$ cat src/rtl/dma_trig_pkg.sv
package dma_trig_pkg;
  localparam int SRC_W = 6;

  typedef enum logic [1:0] {
    GR_BLOCK = 2'd0,
    GR_RSVD  = 2'd1,
    GR_BEAT  = 2'd2,
    GR_XFER  = 2'd3
  } gran_e;

  typedef enum logic [2:0] {
    EA_NONE   = 3'd0,
    EA_TRIG   = 3'd1,
    EA_CTRIG  = 3'd2,
    EA_CBLOCK = 3'd3,
    EA_SUSP   = 3'd4,
    EA_RESUME = 3'd5,
    EA_SKIP   = 3'd6,
    EA_RSVD   = 3'd7
  } evact_e;

  typedef struct packed {
    logic [1:0]       lvl;
    logic             evoe;
    logic             evie;
    evact_e           evact;
    logic [SRC_W-1:0] src;
    gran_e            gran;
  } cfg_t;
endpackage

$ cat src/rtl/dma_trig_cfg.sv
module dma_trig_cfg
  import dma_trig_pkg::*;
(
  input  logic clk,
  input  logic rst,
  input  logic ch_en,
  input  logic wr,
  input  cfg_t wdata,
  output cfg_t q
);
  // Priority is always writable; everything else only while disabled.
  always_ff @(posedge clk) begin
    if (rst) begin
      q <= '0;
    end else if (wr) begin
      q.lvl <= wdata.lvl;
      if (!ch_en) begin
        q.gran  <= wdata.gran;
        q.src   <= wdata.src;
        q.evact <= wdata.evact;
        q.evie  <= wdata.evie;
        q.evoe  <= wdata.evoe;
      end
    end
  end
endmodule

$ cat src/rtl/dma_trig_sel.sv
module dma_trig_sel
  import dma_trig_pkg::*;
#(
  parameter int NUM_PERIPH = 39
) (
  input  logic [NUM_PERIPH-1:0] periph_req,
  input  logic [SRC_W-1:0]      src,
  input  logic                  evt_in,
  input  logic                  evie,
  input  evact_e                evact,
  output logic                  periph_hit,
  output logic                  ev_trig,
  output logic                  ev_cond,
  output logic                  ev_susp,
  output logic                  ev_resume,
  output logic                  ev_skip,
  output logic                  ctrig_mode,
  output logic                  cblk_mode
);
  localparam int EXT_N = 2 ** SRC_W;

  // Source 0 and numbers past the last line map to a constant zero.
  logic [EXT_N-1:0] req_ext;
  assign req_ext[0] = 1'b0;
  for (genvar i = 1; i < EXT_N; i++) begin : g_ext
    if (i <= NUM_PERIPH) begin : g_line
      assign req_ext[i] = periph_req[i-1];
    end else begin : g_none
      assign req_ext[i] = 1'b0;
    end
  end
  assign periph_hit = req_ext[src];

  logic fire;
  always_comb begin
    fire       = evt_in & evie;
    ev_trig    = fire & (evact == EA_TRIG);
    ev_cond    = fire & ((evact == EA_CTRIG) | (evact == EA_CBLOCK));
    ev_susp    = fire & (evact == EA_SUSP);
    ev_resume  = fire & (evact == EA_RESUME);
    ev_skip    = fire & (evact == EA_SKIP);
    ctrig_mode = evie & (evact == EA_CTRIG);
    cblk_mode  = evie & (evact == EA_CBLOCK);
  end
endmodule

$ cat src/rtl/dma_trig_seq.sv
module dma_trig_seq
  import dma_trig_pkg::*;
#(
  parameter int BEAT_W = 8,
  parameter int BLK_W  = 8
) (
  input  logic              clk,
  input  logic              rst,
  input  logic              ch_en,
  input  gran_e             gran,
  input  logic              evoe,
  input  logic              ctrig_mode,
  input  logic              cblk_mode,
  input  logic              sw_trig,
  input  logic              periph_hit,
  input  logic              ev_trig,
  input  logic              ev_cond,
  input  logic              ev_susp,
  input  logic              ev_resume,
  input  logic              ev_skip,
  input  logic              blk_end_susp,
  input  logic [BEAT_W-1:0] beats_per_block,
  input  logic [BLK_W-1:0]  blocks_per_xfer,
  input  logic              beat_done,
  output logic              beat_req,
  output logic              suspended,
  output logic              evt_out
);
  logic running, outst, trig_pend, ev_pend, susp_req, skip_q;
  logic [BEAT_W-1:0] beat_idx;
  logic [BLK_W-1:0]  blk_idx;

  logic gran_ok, p_ok, ctrig_use, trig_in, at_blk_start, start, cblk_use;
  logic done_ok, last_beat, last_blk, blk_end, unit_end, issue;
  logic blk_susp, susp_take;

  always_comb begin
    gran_ok      = (gran != GR_RSVD);
    p_ok         = periph_hit & (~ctrig_mode | ev_pend);
    ctrig_use    = ctrig_mode & periph_hit & ev_pend;
    trig_in      = gran_ok & (sw_trig | p_ok | ev_trig);
    at_blk_start = (beat_idx == '0);
    start        = ~running & trig_pend & (~cblk_mode | ~at_blk_start | ev_pend);
    cblk_use     = start & cblk_mode & at_blk_start;
    done_ok      = beat_done & outst;
    last_beat    = (beat_idx == beats_per_block - 1'b1);
    last_blk     = (blk_idx == blocks_per_xfer - 1'b1);
    blk_end      = done_ok & last_beat;
    unique case (gran)
      GR_BEAT:  unit_end = 1'b1;
      GR_BLOCK: unit_end = last_beat;
      GR_XFER:  unit_end = last_beat & last_blk;
      default:  unit_end = 1'b1;
    endcase
    issue     = running & ~outst & ~suspended & ~susp_req;
    blk_susp  = blk_end & blk_end_susp & ~skip_q;
    susp_take = susp_req & (~outst | done_ok);
  end

  always_ff @(posedge clk) begin
    if (rst || !ch_en) begin
      running   <= 1'b0;
      outst     <= 1'b0;
      trig_pend <= 1'b0;
      ev_pend   <= 1'b0;
      susp_req  <= 1'b0;
      skip_q    <= 1'b0;
      suspended <= 1'b0;
      beat_req  <= 1'b0;
      evt_out   <= 1'b0;
      beat_idx  <= '0;
      blk_idx   <= '0;
    end else begin
      beat_req  <= issue;
      outst     <= issue | (outst & ~done_ok);
      trig_pend <= (trig_pend & ~start) | trig_in;
      running   <= start | (running & ~(done_ok & unit_end));
      ev_pend   <= (ev_pend & ~(ctrig_use | cblk_use)) | ev_cond;
      evt_out   <= blk_end & evoe;
      if (done_ok) begin
        beat_idx <= last_beat ? '0 : beat_idx + 1'b1;
        if (last_beat) blk_idx <= last_blk ? '0 : blk_idx + 1'b1;
      end
      if (ev_resume) begin
        suspended <= 1'b0;
        susp_req  <= 1'b0;
      end else begin
        suspended <= suspended | susp_take | blk_susp;
        susp_req  <= (susp_req & ~susp_take) | ev_susp;
      end
      if (ev_skip) skip_q <= 1'b1;
      else if (blk_end & blk_end_susp) skip_q <= 1'b0;
    end
  end
endmodule

$ cat src/rtl/dma_trig_ctrl.sv
module dma_trig_ctrl
  import dma_trig_pkg::*;
#(
  parameter int NUM_PERIPH = 39,
  parameter int BEAT_W     = 8,
  parameter int BLK_W      = 8,
  localparam int CFG_W     = $bits(cfg_t)
) (
  input  logic                  clk,
  input  logic                  rst,
  input  logic                  ch_en,
  input  logic                  cfg_wr,
  input  logic [1:0]            cfg_gran,
  input  logic [SRC_W-1:0]      cfg_src,
  input  logic [2:0]            cfg_evact,
  input  logic                  cfg_evie,
  input  logic                  cfg_evoe,
  input  logic [1:0]            cfg_lvl,
  output logic [CFG_W-1:0]      cfg_q,
  input  logic [BEAT_W-1:0]     beats_per_block,
  input  logic [BLK_W-1:0]      blocks_per_xfer,
  input  logic                  blk_end_susp,
  input  logic [NUM_PERIPH-1:0] periph_req,
  input  logic                  sw_trig,
  input  logic                  evt_in,
  input  logic                  beat_done,
  output logic                  beat_req,
  output logic                  suspended,
  output logic                  evt_out
);
  cfg_t wdata, cfg;

  always_comb begin
    wdata.lvl   = cfg_lvl;
    wdata.evoe  = cfg_evoe;
    wdata.evie  = cfg_evie;
    wdata.evact = evact_e'(cfg_evact);
    wdata.src   = cfg_src;
    wdata.gran  = gran_e'(cfg_gran);
  end

  dma_trig_cfg u_cfg (
    .clk(clk), .rst(rst), .ch_en(ch_en), .wr(cfg_wr), .wdata(wdata), .q(cfg)
  );
  assign cfg_q = cfg;

  logic periph_hit, ev_trig, ev_cond, ev_susp, ev_resume, ev_skip;
  logic ctrig_mode, cblk_mode;

  dma_trig_sel #(.NUM_PERIPH(NUM_PERIPH)) u_sel (
    .periph_req(periph_req), .src(cfg.src), .evt_in(evt_in),
    .evie(cfg.evie), .evact(cfg.evact),
    .periph_hit(periph_hit), .ev_trig(ev_trig), .ev_cond(ev_cond),
    .ev_susp(ev_susp), .ev_resume(ev_resume), .ev_skip(ev_skip),
    .ctrig_mode(ctrig_mode), .cblk_mode(cblk_mode)
  );

  dma_trig_seq #(.BEAT_W(BEAT_W), .BLK_W(BLK_W)) u_seq (
    .clk(clk), .rst(rst), .ch_en(ch_en), .gran(cfg.gran), .evoe(cfg.evoe),
    .ctrig_mode(ctrig_mode), .cblk_mode(cblk_mode),
    .sw_trig(sw_trig), .periph_hit(periph_hit), .ev_trig(ev_trig),
    .ev_cond(ev_cond), .ev_susp(ev_susp), .ev_resume(ev_resume),
    .ev_skip(ev_skip), .blk_end_susp(blk_end_susp),
    .beats_per_block(beats_per_block), .blocks_per_xfer(blocks_per_xfer),
    .beat_done(beat_done), .beat_req(beat_req), .suspended(suspended),
    .evt_out(evt_out)
  );
endmodule

$ cat config.mk
export PLATFORM = sky130hd
export DESIGN_NAME = dma_trig_ctrl
export DESIGN_NICKNAME = d
export VERILOG_FILES = /design/src/rtl/dma_trig_pkg.sv /design/src/rtl/dma_trig_cfg.sv /design/src/rtl/dma_trig_sel.sv /design/src/rtl/dma_trig_seq.sv /design/src/rtl/dma_trig_ctrl.sv
export SDC_FILE = /design/constraint.sdc
export NUM_CORES = 1
export LEC_CHECK = 0
export BUFFER_PORTS_ARGS = -buffer_cell sky130_fd_sc_hd__buf_2
export CORE_ASPECT_RATIO = 0.5
export CORE_MARGIN = 1.5
export CORE_UTILIZATION = 55
export DETAILED_ROUTE_END_ITERATION = 8
export PLACE_DENSITY = 0.86
export SLEW_MARGIN = 25
export SYNTH_ARGS = -nofsm -noshare
export SYNTH_HDL_FRONTEND = slang
export SYNTH_HIERARCHICAL = 1
export SYNTH_SLANG_ARGS = --single-unit
$ cat constraint.sdc
create_clock -name clk -period 4.3 [get_ports clk]
set_input_delay 0.215 -clock clk [delete_from_list [all_inputs] [get_ports clk]]
set_output_delay 0.215 -clock clk [all_outputs]
set_load 0.1 [all_outputs]
======== Word level (Yosys, flattened, before mapping) ========
Index checks and enable logic that the tools add are counted.
operators by class
  add/sub/neg operators ................... 4
  multiply operators ...................... 0
  divide/modulo/power cells ............... 0
  order comparisons ....................... 1
  equal/unequal tests ..................... 10
  shift-type cells ........................ 0
  mux-type cells .......................... 7
  bitwise logic cells ..................... 61
  reductions and logical operators ........ 8
operators by type and width
  operator               count
  $and A1 B1 Y1          32
  $add A8 B1 Y8 const B  2
  $eq A8 B8 Y1           2
  $mux W8                2
  $sub A8 B1 Y8 const B  2
  $or A1 B1 Y1           15
  $not A1 Y1             14
  $eq A3 B3 Y1 const B   3
  $logic_not A8 Y1       1
  $lt A6 B7 Y1 const B   1
  $bmux W1 S6            1
  $eq A3 B2 Y1 const B   2
  $reduce_and A2 Y1      2
  $eq A3 B1 Y1 const B   1
  $mux W1                3
  $eq A2 B2 Y1 const B   1
  $logic_not A2 Y1       1
  $ne A2 B1 Y1 const B   1
  $pmux W1 S2            1
  $reduce_bool A2 Y1     1
  $reduce_or A2 Y1       1
  $logic_not A1 Y1       1
  $logic_or A1 B1 Y1     1
storage, ports and cells
  register bits ........................... 40
  bits in latches ......................... 0
  memory bits (writable) .................. 0
  memory bits (read-only) ................. 0
  output and inout bits ................... 18
  logic and storage cells ................. 108
  memories kept ........................... 0

======== Longest topological paths before layout ========
Gate-level depths: netlist (run 1).
  depth after elaboration ................. 12
  mapped depth ............................ 11
  gate-level depth less buffers ........... 9

======== By module ========
The synthesis (run 1) kept the hierarchy.
modules (own cells, without submodules)
  module        times used  cells an instance  area an instance (µm²)  sequential area each (µm²)
  dma_trig_seq  1           213                1,749.2                 500.5
  dma_trig_cfg  1           64                 713.2                   300.3
  dma_trig_sel  1           44                 450.4                   0.0

======== Least setup slack after synthesis (run 1) ========
OpenSTA, ideal clock, no wires.
  path type ............................... register -> register
  start point ............................. register, netlist name u_cfg/q[2]
  end point ............................... register u_seq.trig_pend
  arrival ................................. 2.480 ns
  data required time ...................... 4.173 ns
  slack ................................... 1.693 ns
  cell stages (with the launch flop) ...... 10
  path buffers ............................ 1
  period minus slack after synthesis ...... 2.607 ns
  cell sequence ........................... dfxtp_1 > buf_6 > mux4_2 > mux2_2 > o22ai_1 > a31oi_1 > o21ai_0 > a21oi_1 > a21oi_1 > nor2_1
between the ends
  cells in the longest elaborated chain, start to end .. 7
RTL lines
  what                           RTL line             text
  $bmux W1 S6                    dma_trig_sel.sv:32   assign periph_hit = req_ext[src];
  $mux W1 (not written as such)  dma_trig_sel.sv:32
  via periph_hit                 dma_trig_ctrl.sv:47  logic periph_hit, ev_trig, ev_cond, ev_susp, ev_resume, ev_skip;
  $and A1 B1 Y1                  dma_trig_seq.sv:39   p_ok = periph_hit & (~ctrig_mode | ev_pend);
  $or A1 B1 Y1 (2 in series)     dma_trig_seq.sv:41   trig_in = gran_ok & (sw_trig | p_ok | ev_trig);
  $and A1 B1 Y1                  dma_trig_seq.sv:41
  $or A1 B1 Y1                   dma_trig_seq.sv:76   trig_pend <= (trig_pend & ~start) | trig_in;
  end signal, assigned           dma_trig_seq.sv:76
  end, declared                  dma_trig_seq.sv:29   logic running, outst, trig_pend, ev_pend, susp_req, skip_q;
The timed path passes the listed nets, and every way through them passes these cells. The select of a mux whose other input is x is not followed.
A chain may end at the register's enable or synchronous reset.

======== Worst setup path in the final report (run 1) ========
  start point ............................. input beats_per_block[0]
  end point ............................... register u_seq.blk_idx[6]
between the ends
  cells in the longest elaborated chain, start to end .. 3
RTL lines
  what                                RTL line             text
  start, declared                     dma_trig_ctrl.sv:20  input logic [BEAT_W-1:0] beats_per_block,
  $sub A8 B1 Y8                       dma_trig_seq.sv:46   last_beat = (beat_idx == beats_per_block - 1'b1);
  $eq A8 B8 Y1                        dma_trig_seq.sv:46
  $reduce_and A2 Y1 (no source line)  --
  end signal, assigned                dma_trig_seq.sv:82   if (last_beat) blk_idx <= last_blk ? '0 : blk_idx + 1'b1;
  end, declared                       dma_trig_seq.sv:31   logic [BLK_W-1:0] blk_idx;
Every way passes these cells.

==> results of run 1 <==
-- critical path, cell delays in order --
cell	delay, ns
buf_2	0.13
inv_1	0.06
ha_1	0.28
xor2_1	0.20
xnor2_1	0.13
nand3_1	0.09
nor3_1	0.26
nand4_1	0.52
or3b_1	0.69
o31ai_2	0.27
-- sequential cells by signal (all words and copies together), names as in the netlist --
signal           flops
u_seq/susp_req       1
u_seq/ev_pend        1
u_cfg/q             15
u_seq/outst          1
u_seq/suspended      1
u_seq/running        1
u_seq/skip_q         1
u_seq/trig_pend      1
u_seq/evt_out        1
u_seq/beat_req       1
u_seq/beat_idx       8
u_seq/blk_idx        8
-- per-stage QoR --
| stage | setup WS (ns) | instance area (sq um) |
|---|---|---|
| finish | 1.658 | 3447 |
| global route | 1.459 | 3447 |
| CTS | 1.678 | 3447 |
| detailed placement | 1.388 | 3351 |
| global placement | 1.510 | 3351 |
| floorplan | 1.693 | 2913 |
-- power by group --
part	switching [mW]	internal, mW
registers	0.0135	0.379
logic	0.117	0.0786
clock network	0.122	0.143
-- cells in the mapped netlist, drive strengths merged (6+ instances only) --
cell type,count
a21oi,10
a32oi,6
and3,6
buf,9
clkbuf,8
dfxtp,40
ha,8
inv,13
mux2i,7
mux4,7
nand2,16
nand2b,20
nand3,14
nand4bb,13
nor2,23
nor2b,6
nor3,7
nor3b,7
nor4,6
o21ai,19
xnor2,17
xor2,13
-- layer usage --
layer  up-vias  GRT usage (%)
met2        88          46.10
met5         -              0
met1      1269          27.48
li1       1344              -
met3         8          5.357
met4         0          7.432
-- final cells by class --
class                           count  area (sq um)  share of cell area, %
Clock buffer                        7         96.34                  2.795
Timing Repair Buffer               95         475.5                  13.79
Tap cell                           70         87.58                  2.541
Sequential cell                    40         800.8                  23.23
Inverter                           13         48.80                  1.416
Multi-Input combinational cell    251          1938                  56.23
-- path summary, 6_finish.rpt --
check / end / startpoint / depth (start not counted)
max: u_seq/blk_idx[6]$_SDFFE_PP0N_ / beats_per_block[0] / 10
min: u_cfg/q[8]$_SDFFE_PP0P_ / cfg_evact[0] / 3
max reg2reg: u_seq/blk_idx[6]$_SDFFE_PP0N_ / u_seq/beat_idx[0]$_SDFFE_PP0P_ / 6
min reg2reg: u_seq/evt_out$_SDFF_PP0_ / u_cfg/q[12]$_SDFFE_PP0P_ / 2
-- kinds of logic after synthesis --
group / after synthesis / share of synthesized area (%)
AND/OR/NAND/NOR: 138 / 29.08
AO/OA/AOI/OAI: 58 / 15.51
flip-flops: 40 / 27.49
XOR/XNOR: 30 / 9.021
buffers and inverters: 30 / 5.971
multiplexers: 17 / 9.493
adder cells (fa/ha/maj): 8 / 3.437
==> results by group, run 1 <==
Placed design
  • Placed cells: 469
  • Port bufs: 95
  • Final GP Congestion: 0.8223
  • Hpwl dp: 5218 um

STA
  • Slew @ Worst Pin: 0.9871 ns
  • Tcrit/Tclk final: 61.44%
  • Final max-slew violation count: 0
  • Slew headroom: 34.06%
  • Clk_skew: 0.005001 ns
  • Crit path time final: 2.642 ns
  • Final TNS setup: 0 ns
  • Fin. Hold Viols: 0
  • Fmax: 378.5 MHz
  • Final setup viols: 0
  • Unrepaired setup endpoints after global routing: no
  • Final Hold Slack: 0.1979 ns

Clock network
  • Num CTS Buffers: 5
  • CTS tree: done
  • H-tree depth: 2
  • Clock latency on the worst-skew pair: 0.28 ns
  • Hold buffer count at cts: 0
  • # clock sinks: 40
  • CTS resizes: 0
  • Root Buffer: clkbuf_8
  • CTS clk-pin slew, worst paths: 0.07 ns
  • Setup bufs post-CTS: 0
  • Max Buffers Root-to-Sink: 2

Logic synthesis
  • Area contributors post-synth: dfxtp_1 27%, xnor2_1 5.1%, nand4bb_1 5.0%, nand2b_1 4.3%, xor2_1 3.9%
  • Yosys Warn Count: 6
  • Area leader, netlist: dfxtp_1
  • Post-synth EDFFs: 0
  • Synthesized area: 2913 sq um
  • Post-synth top area share: 27.49%
  • Syn Inst Count: 321
  • Async SR Flop Fraction: 0%
  • Dominant synthesized flop cell: dfxtp_1
  • Register area share after synthesis: 27.49%
  • Yosys reg bits: 40
  • Mean area per synthesized cell: 9.074 sq um
  • Library cells used by synthesis: 56
  • Post-Syn Nets: 407

Drt
  • Routed wire length: 6766 um
  • Met3 wire length: 416 um
  • Post-route ant nets: 0
  • Mean routed wirelength per cell: 14.21 um
  • Drt initial violations: 138
  • Detailed-router iteration count before antenna repair: 4
  • DR WL met2: 3363 um
  • Met1 WL: 2933 um
  • Via count: 2709
  • Max Used Layer: met4
  • Via/cell ratio: 5.691
  • DRC viols: 0

Cells and area
  • Fillers: 439
  • Commonest non-fill, non-tap cell in the layout: buf_2
  • Share of post-route cells with drive strength above 1: 31.28%
  • Area growth from synthesis to layout: 18.34%
  • Final Non-Filler Cells: 476
  • Most frequent cells in the layout: 95 x buf_2, 40 x dfxtp_1, 23 x nor2_1, 20 x nand2b_1, 17 x xnor2_1
  • Inserted Diodes: 0
  • Fin util: 68.94%
  • # nets final: 492

Worst setup path
  • Max FO, Critical Path: 14
  • Worst Setup End Kind: flip-flop
  • R2R Setup Slk: 1.74 ns
  • Kind of start point of the critical path: input pin
  • Worst endpoint required time: 4.50 ns
  • CP Data Arrival Time: 2.84 ns
  • WS Path Type: in -> reg

Die
  • Die height: 54.46 um
  • Die area: 5768 sq um
  • IO Pins: 96
  • # rows: 18
  • Die X-Extent: 105.9 um
  • Core ar.: 5000 sq um
  • Initial Utilization: 58.26%

Power and ir drop
  • Maximum VDD drop: 0.1242 mV
  • Leakage: 1.382 nW
  • Pwr Total: 0.8528 mW
  • Power Density: 247.4 nW/um^2

Global route
  • Overall Global Routing Usage: 23.88%
  • Overflow after GRT: 0
  • Number of global-route vias before repair: 2514
  • First-pass GRT wire length: 10920 um
  • Largest net degree at the start of global routing: 31
  • Initial antenna violation count: 0

Run status
  • Outcome: complete, no violations

Min path
  • Hold Path Class: in -> reg

Run
  • Max Cap Viol: 0
Note: power is estimated with default switching activity, not from simulation.
==> inputs of run 2 (changes only) <==
Settings changed: ABC_AREA set to 1, CORE_UTILIZATION 55 to 47, PLACE_DENSITY 0.86 to 0.77.
Clock period 4.3 ns to 2.19 ns, I/O delays scaled along.
==> run 2 against run 1 <==
Against the previous run: critical path depth increased by 1; synthesized area grew 4.6%; largest power group unchanged; cell count up 46%; die area up 21%; sequential share of layout area is 1.6 points lower; clock skew fell by 0.0012 ns; clock-buffer cell count unchanged.
==> results by group, run 2 <==
STA
  • Final max-slew violation count: 0
  • Crit path time final: 1.725 ns
  • Unrepaired setup endpoints after global routing: no
  • Slew headroom: 67.21%
  • Fin. Hold Viols: 0
  • Final TNS setup: 0 ns
  • Final setup viols: 0
  • Tcrit/Tclk final: 78.76%
  • Clk_skew: 0.003837 ns
  • Slew @ Worst Pin: 0.4953 ns
  • Final Hold Slack: 0.07593 ns
  • Fmax: 579.7 MHz

Placed design
  • Placed Area: 3560 sq um
  • Final GP Congestion: 0.8374
  • Hpwl dp: 5434 um
  • Port bufs: 95

Clock network
  • CTS clk-pin slew, worst paths: 0.06 ns
  • H-tree depth: 2
  • Hold buffer count at cts: 0
  • Root Buffer: clkbuf_16
  • CTS tree: done
  • Clock latency on the worst-skew pair: 0.27 ns
  • Num CTS Buffers: 5
  • Setup bufs post-CTS: 0
  • # clock sinks: 40
  • Max Buffers Root-to-Sink: 2
  • CTS resizes: 0

Drt
  • Routed wire length: 6772 um
  • Max Used Layer: met4
  • Post-route ant nets: 0
  • Met1 WL: 3442 um
  • Via/cell ratio: 4.644
  • Met3 wire length: 362 um
  • Mean routed wirelength per cell: 9.758 um
  • Via count: 3223
  • DRC viols: 0
  • Detailed-router iteration count before antenna repair: 4
  • Drt initial violations: 195
  • DR WL met2: 2929 um

Die
  • Die X-Extent: 116.9 um
  • Initial Utilization: 49.51%
  • Die area: 7007 sq um
  • Core ar.: 6156 sq um
  • # rows: 20
  • Die height: 59.95 um
  • IO Pins: 96

Cells and area
  • Inserted Diodes: 0
  • Area growth from synthesis to layout: 21.72%
  • Largest Register: u_cfg/q
  • Largest registers: u_cfg/q (15), u_seq/beat_idx (8), u_seq/blk_idx (8)
  • Most frequent cells in the layout: 140 x nand2_1, 95 x buf_2, 88 x inv_1, 69 x nand3_1, 64 x nor2_1
  • Commonest non-fill, non-tap cell in the layout: nand2_1
  • Post-route cell area: 3710 sq um
  • Share of post-route cells with drive strength above 1: 21.12%
  • Multi-input gate area: 1795 sq um
  • Largest register FFs: 15
  • Area taken by flip-flops and latches: 803.3 sq um
  • Fillers: 618
  • # nets final: 691

Power and ir drop
  • Clock Power Share: 36.5%
  • NetSw: 0.6090 mW
  • Maximum VDD drop: 0.2865 mV
  • Pint: 1.354 mW
  • Leakage: 1.961 nW
  • Comb pwr share: 23.9%
  • Power Density: 529.2 nW/um^2
  • Sequential share of power: 39.6%
  • Switching share of power: 31.02%

Run status
  • Outcome: complete, no violations

Worst setup path
  • RR Endpoint: u_seq/trig_pend$_SDFF_PP0_
  • CP Capture Point: u_seq/trig_pend$_SDFF_PP0_
  • Worst endpoint required time: 2.39 ns
  • CP startpoint: u_cfg/q[3]$_SDFFE_PP0P_
  • CP Data Arrival Time: 1.93 ns
  • Worst Setup End Kind: flip-flop
  • Reg2reg start: u_cfg/q[3]$_SDFFE_PP0P_
  • R2R Setup Slk: 0.47 ns
  • WS Path Type: reg -> reg
  • Kind of start point of the critical path: flip-flop
  • Reg2reg path depth: 11
  • Max FO, Critical Path: 14

Global route
  • Overall Global Routing Usage: 19.85%
  • First-pass GRT wire length: 11230 um
  • Largest net degree at the start of global routing: 20
  • Number of global-route vias before repair: 2736
  • Initial antenna violation count: 0
  • Overflow after GRT: 0

Logic synthesis
  • Library cells used by synthesis: 34
  • Area contributors post-synth: dfxtp_1 26%, nand2_1 17%, nand3_1 11%, inv_1 11%, nor2_1 7.9%
  • Async SR Flop Fraction: 0%
  • Area leader, netlist: dfxtp_1
  • Post-synth EDFFs: 0
  • Synthesized area: 3048 sq um
  • Syn Inst Count: 515
  • Dominant synthesized flop cell: dfxtp_1
  • Register area share after synthesis: 26.27%
  • Post-Syn Nets: 601
  • Post-synth top area share: 26.27%
  • Yosys Warn Count: 6
  • Count leader, synth: nand2_1
  • Mean area per synthesized cell: 5.918 sq um
  • Yosys reg bits: 40
  • Commonest cells in the netlist: 140 x nand2_1, 88 x inv_1, 69 x nand3_1

Run
  • Max Cap Viol: 0

Min path
  • Hold Path Class: in -> reg
  • Worst Hold Launch: cfg_lvl[1]
[run 2: changes by cell type after synthesis, sizes merged, moves of 7 or more]
cell	delta
nand4bb	-13
nor2	+47
xnor2	-9
mux2i	-7
mux4	-7
nand3	+57
nand2	+124
o21ai	-7
inv	+82
nand2b	-20
[run 2: final cells by class]
class	count	share of cell area, %
multi-input combinational	365	48.40
sequential	40	21.65
timing repair buffer	97	13.22
inverter	96	9.713
clock buffer	7	3.845
tap	88	2.968
clock inverter	1	0.2024
[run 2: worst min path at each step]
stage	to	slack (ns)	cells past startpoint
2_1_floorplan	u_cfg/q[13]$_SDFFE_PP0P_	0.24	2
3_3_place_gp	u_cfg/q[13]$_SDFFE_PP0P_	0.35	3
3_5_place_dp	u_cfg/q[14]$_SDFFE_PP0P_	0.36	3
4_1_cts	u_cfg/q[14]$_SDFFE_PP0P_	0.07	3
5_1_grt	u_cfg/q[14]$_SDFFE_PP0P_	0.11	3
6_report	u_cfg/q[14]$_SDFFE_PP0P_	0.08	3
[run 2: logic make-up after synthesis]
kind of cell    share of synthesized area (%)
flops                                   26.27
xor+xnor                                5.172
compound gates                          5.789
fa+ha+maj                               3.284
buf+inv                                 14.82
simple gates                            44.66
[run 2: metal layers]
metal | up-vias | global-route usage [%]
li1 | 1774 | -
met1 | 1373 | 26.58
met2 | 72 | 34.17
met3 | 4 | 3.347
met4 | 0 | 4.131
met5 | - | 0
[run 2: power groups by stage]
stage,sequential [mW],clock (mW),combinational (mW)
after floorplan,0.918,0,0.218
after global placement,0.792,0,0.467
after detailed placement,0.793,0,0.469
after CTS,0.777,0.736,0.471
after global routing,0.782,0.774,0.521
final,0.777,0.717,0.470
[run 2: worst max-delay path, cell delays in order (launching register included)]
cell      delay [ns]
dfxtp_2         0.46
clkinv_1        0.27
nand3_1         0.15
nand2_1         0.06
nand2_1         0.05
nand3_1         0.06
nand3_1         0.08
nand3_1         0.07
nand2_1         0.09
o21ai_0         0.09
a21o_1          0.16
a21oi_1         0.12
[run 2: per-stage QoR]
stage	setup WS (ns)	total power, mW	std cells	util, %
2_1_floorplan	0.04543	1.136	515	-
3_3_place_gp	0.5023	1.259	686	57.83
3_5_place_dp	0.4684	1.262	686	57.83
4_1_cts	0.4639	1.983	694	60.26
5_1_grt	0.2427	2.076	694	60.26
6_report	0.4651	1.963	694	60.26
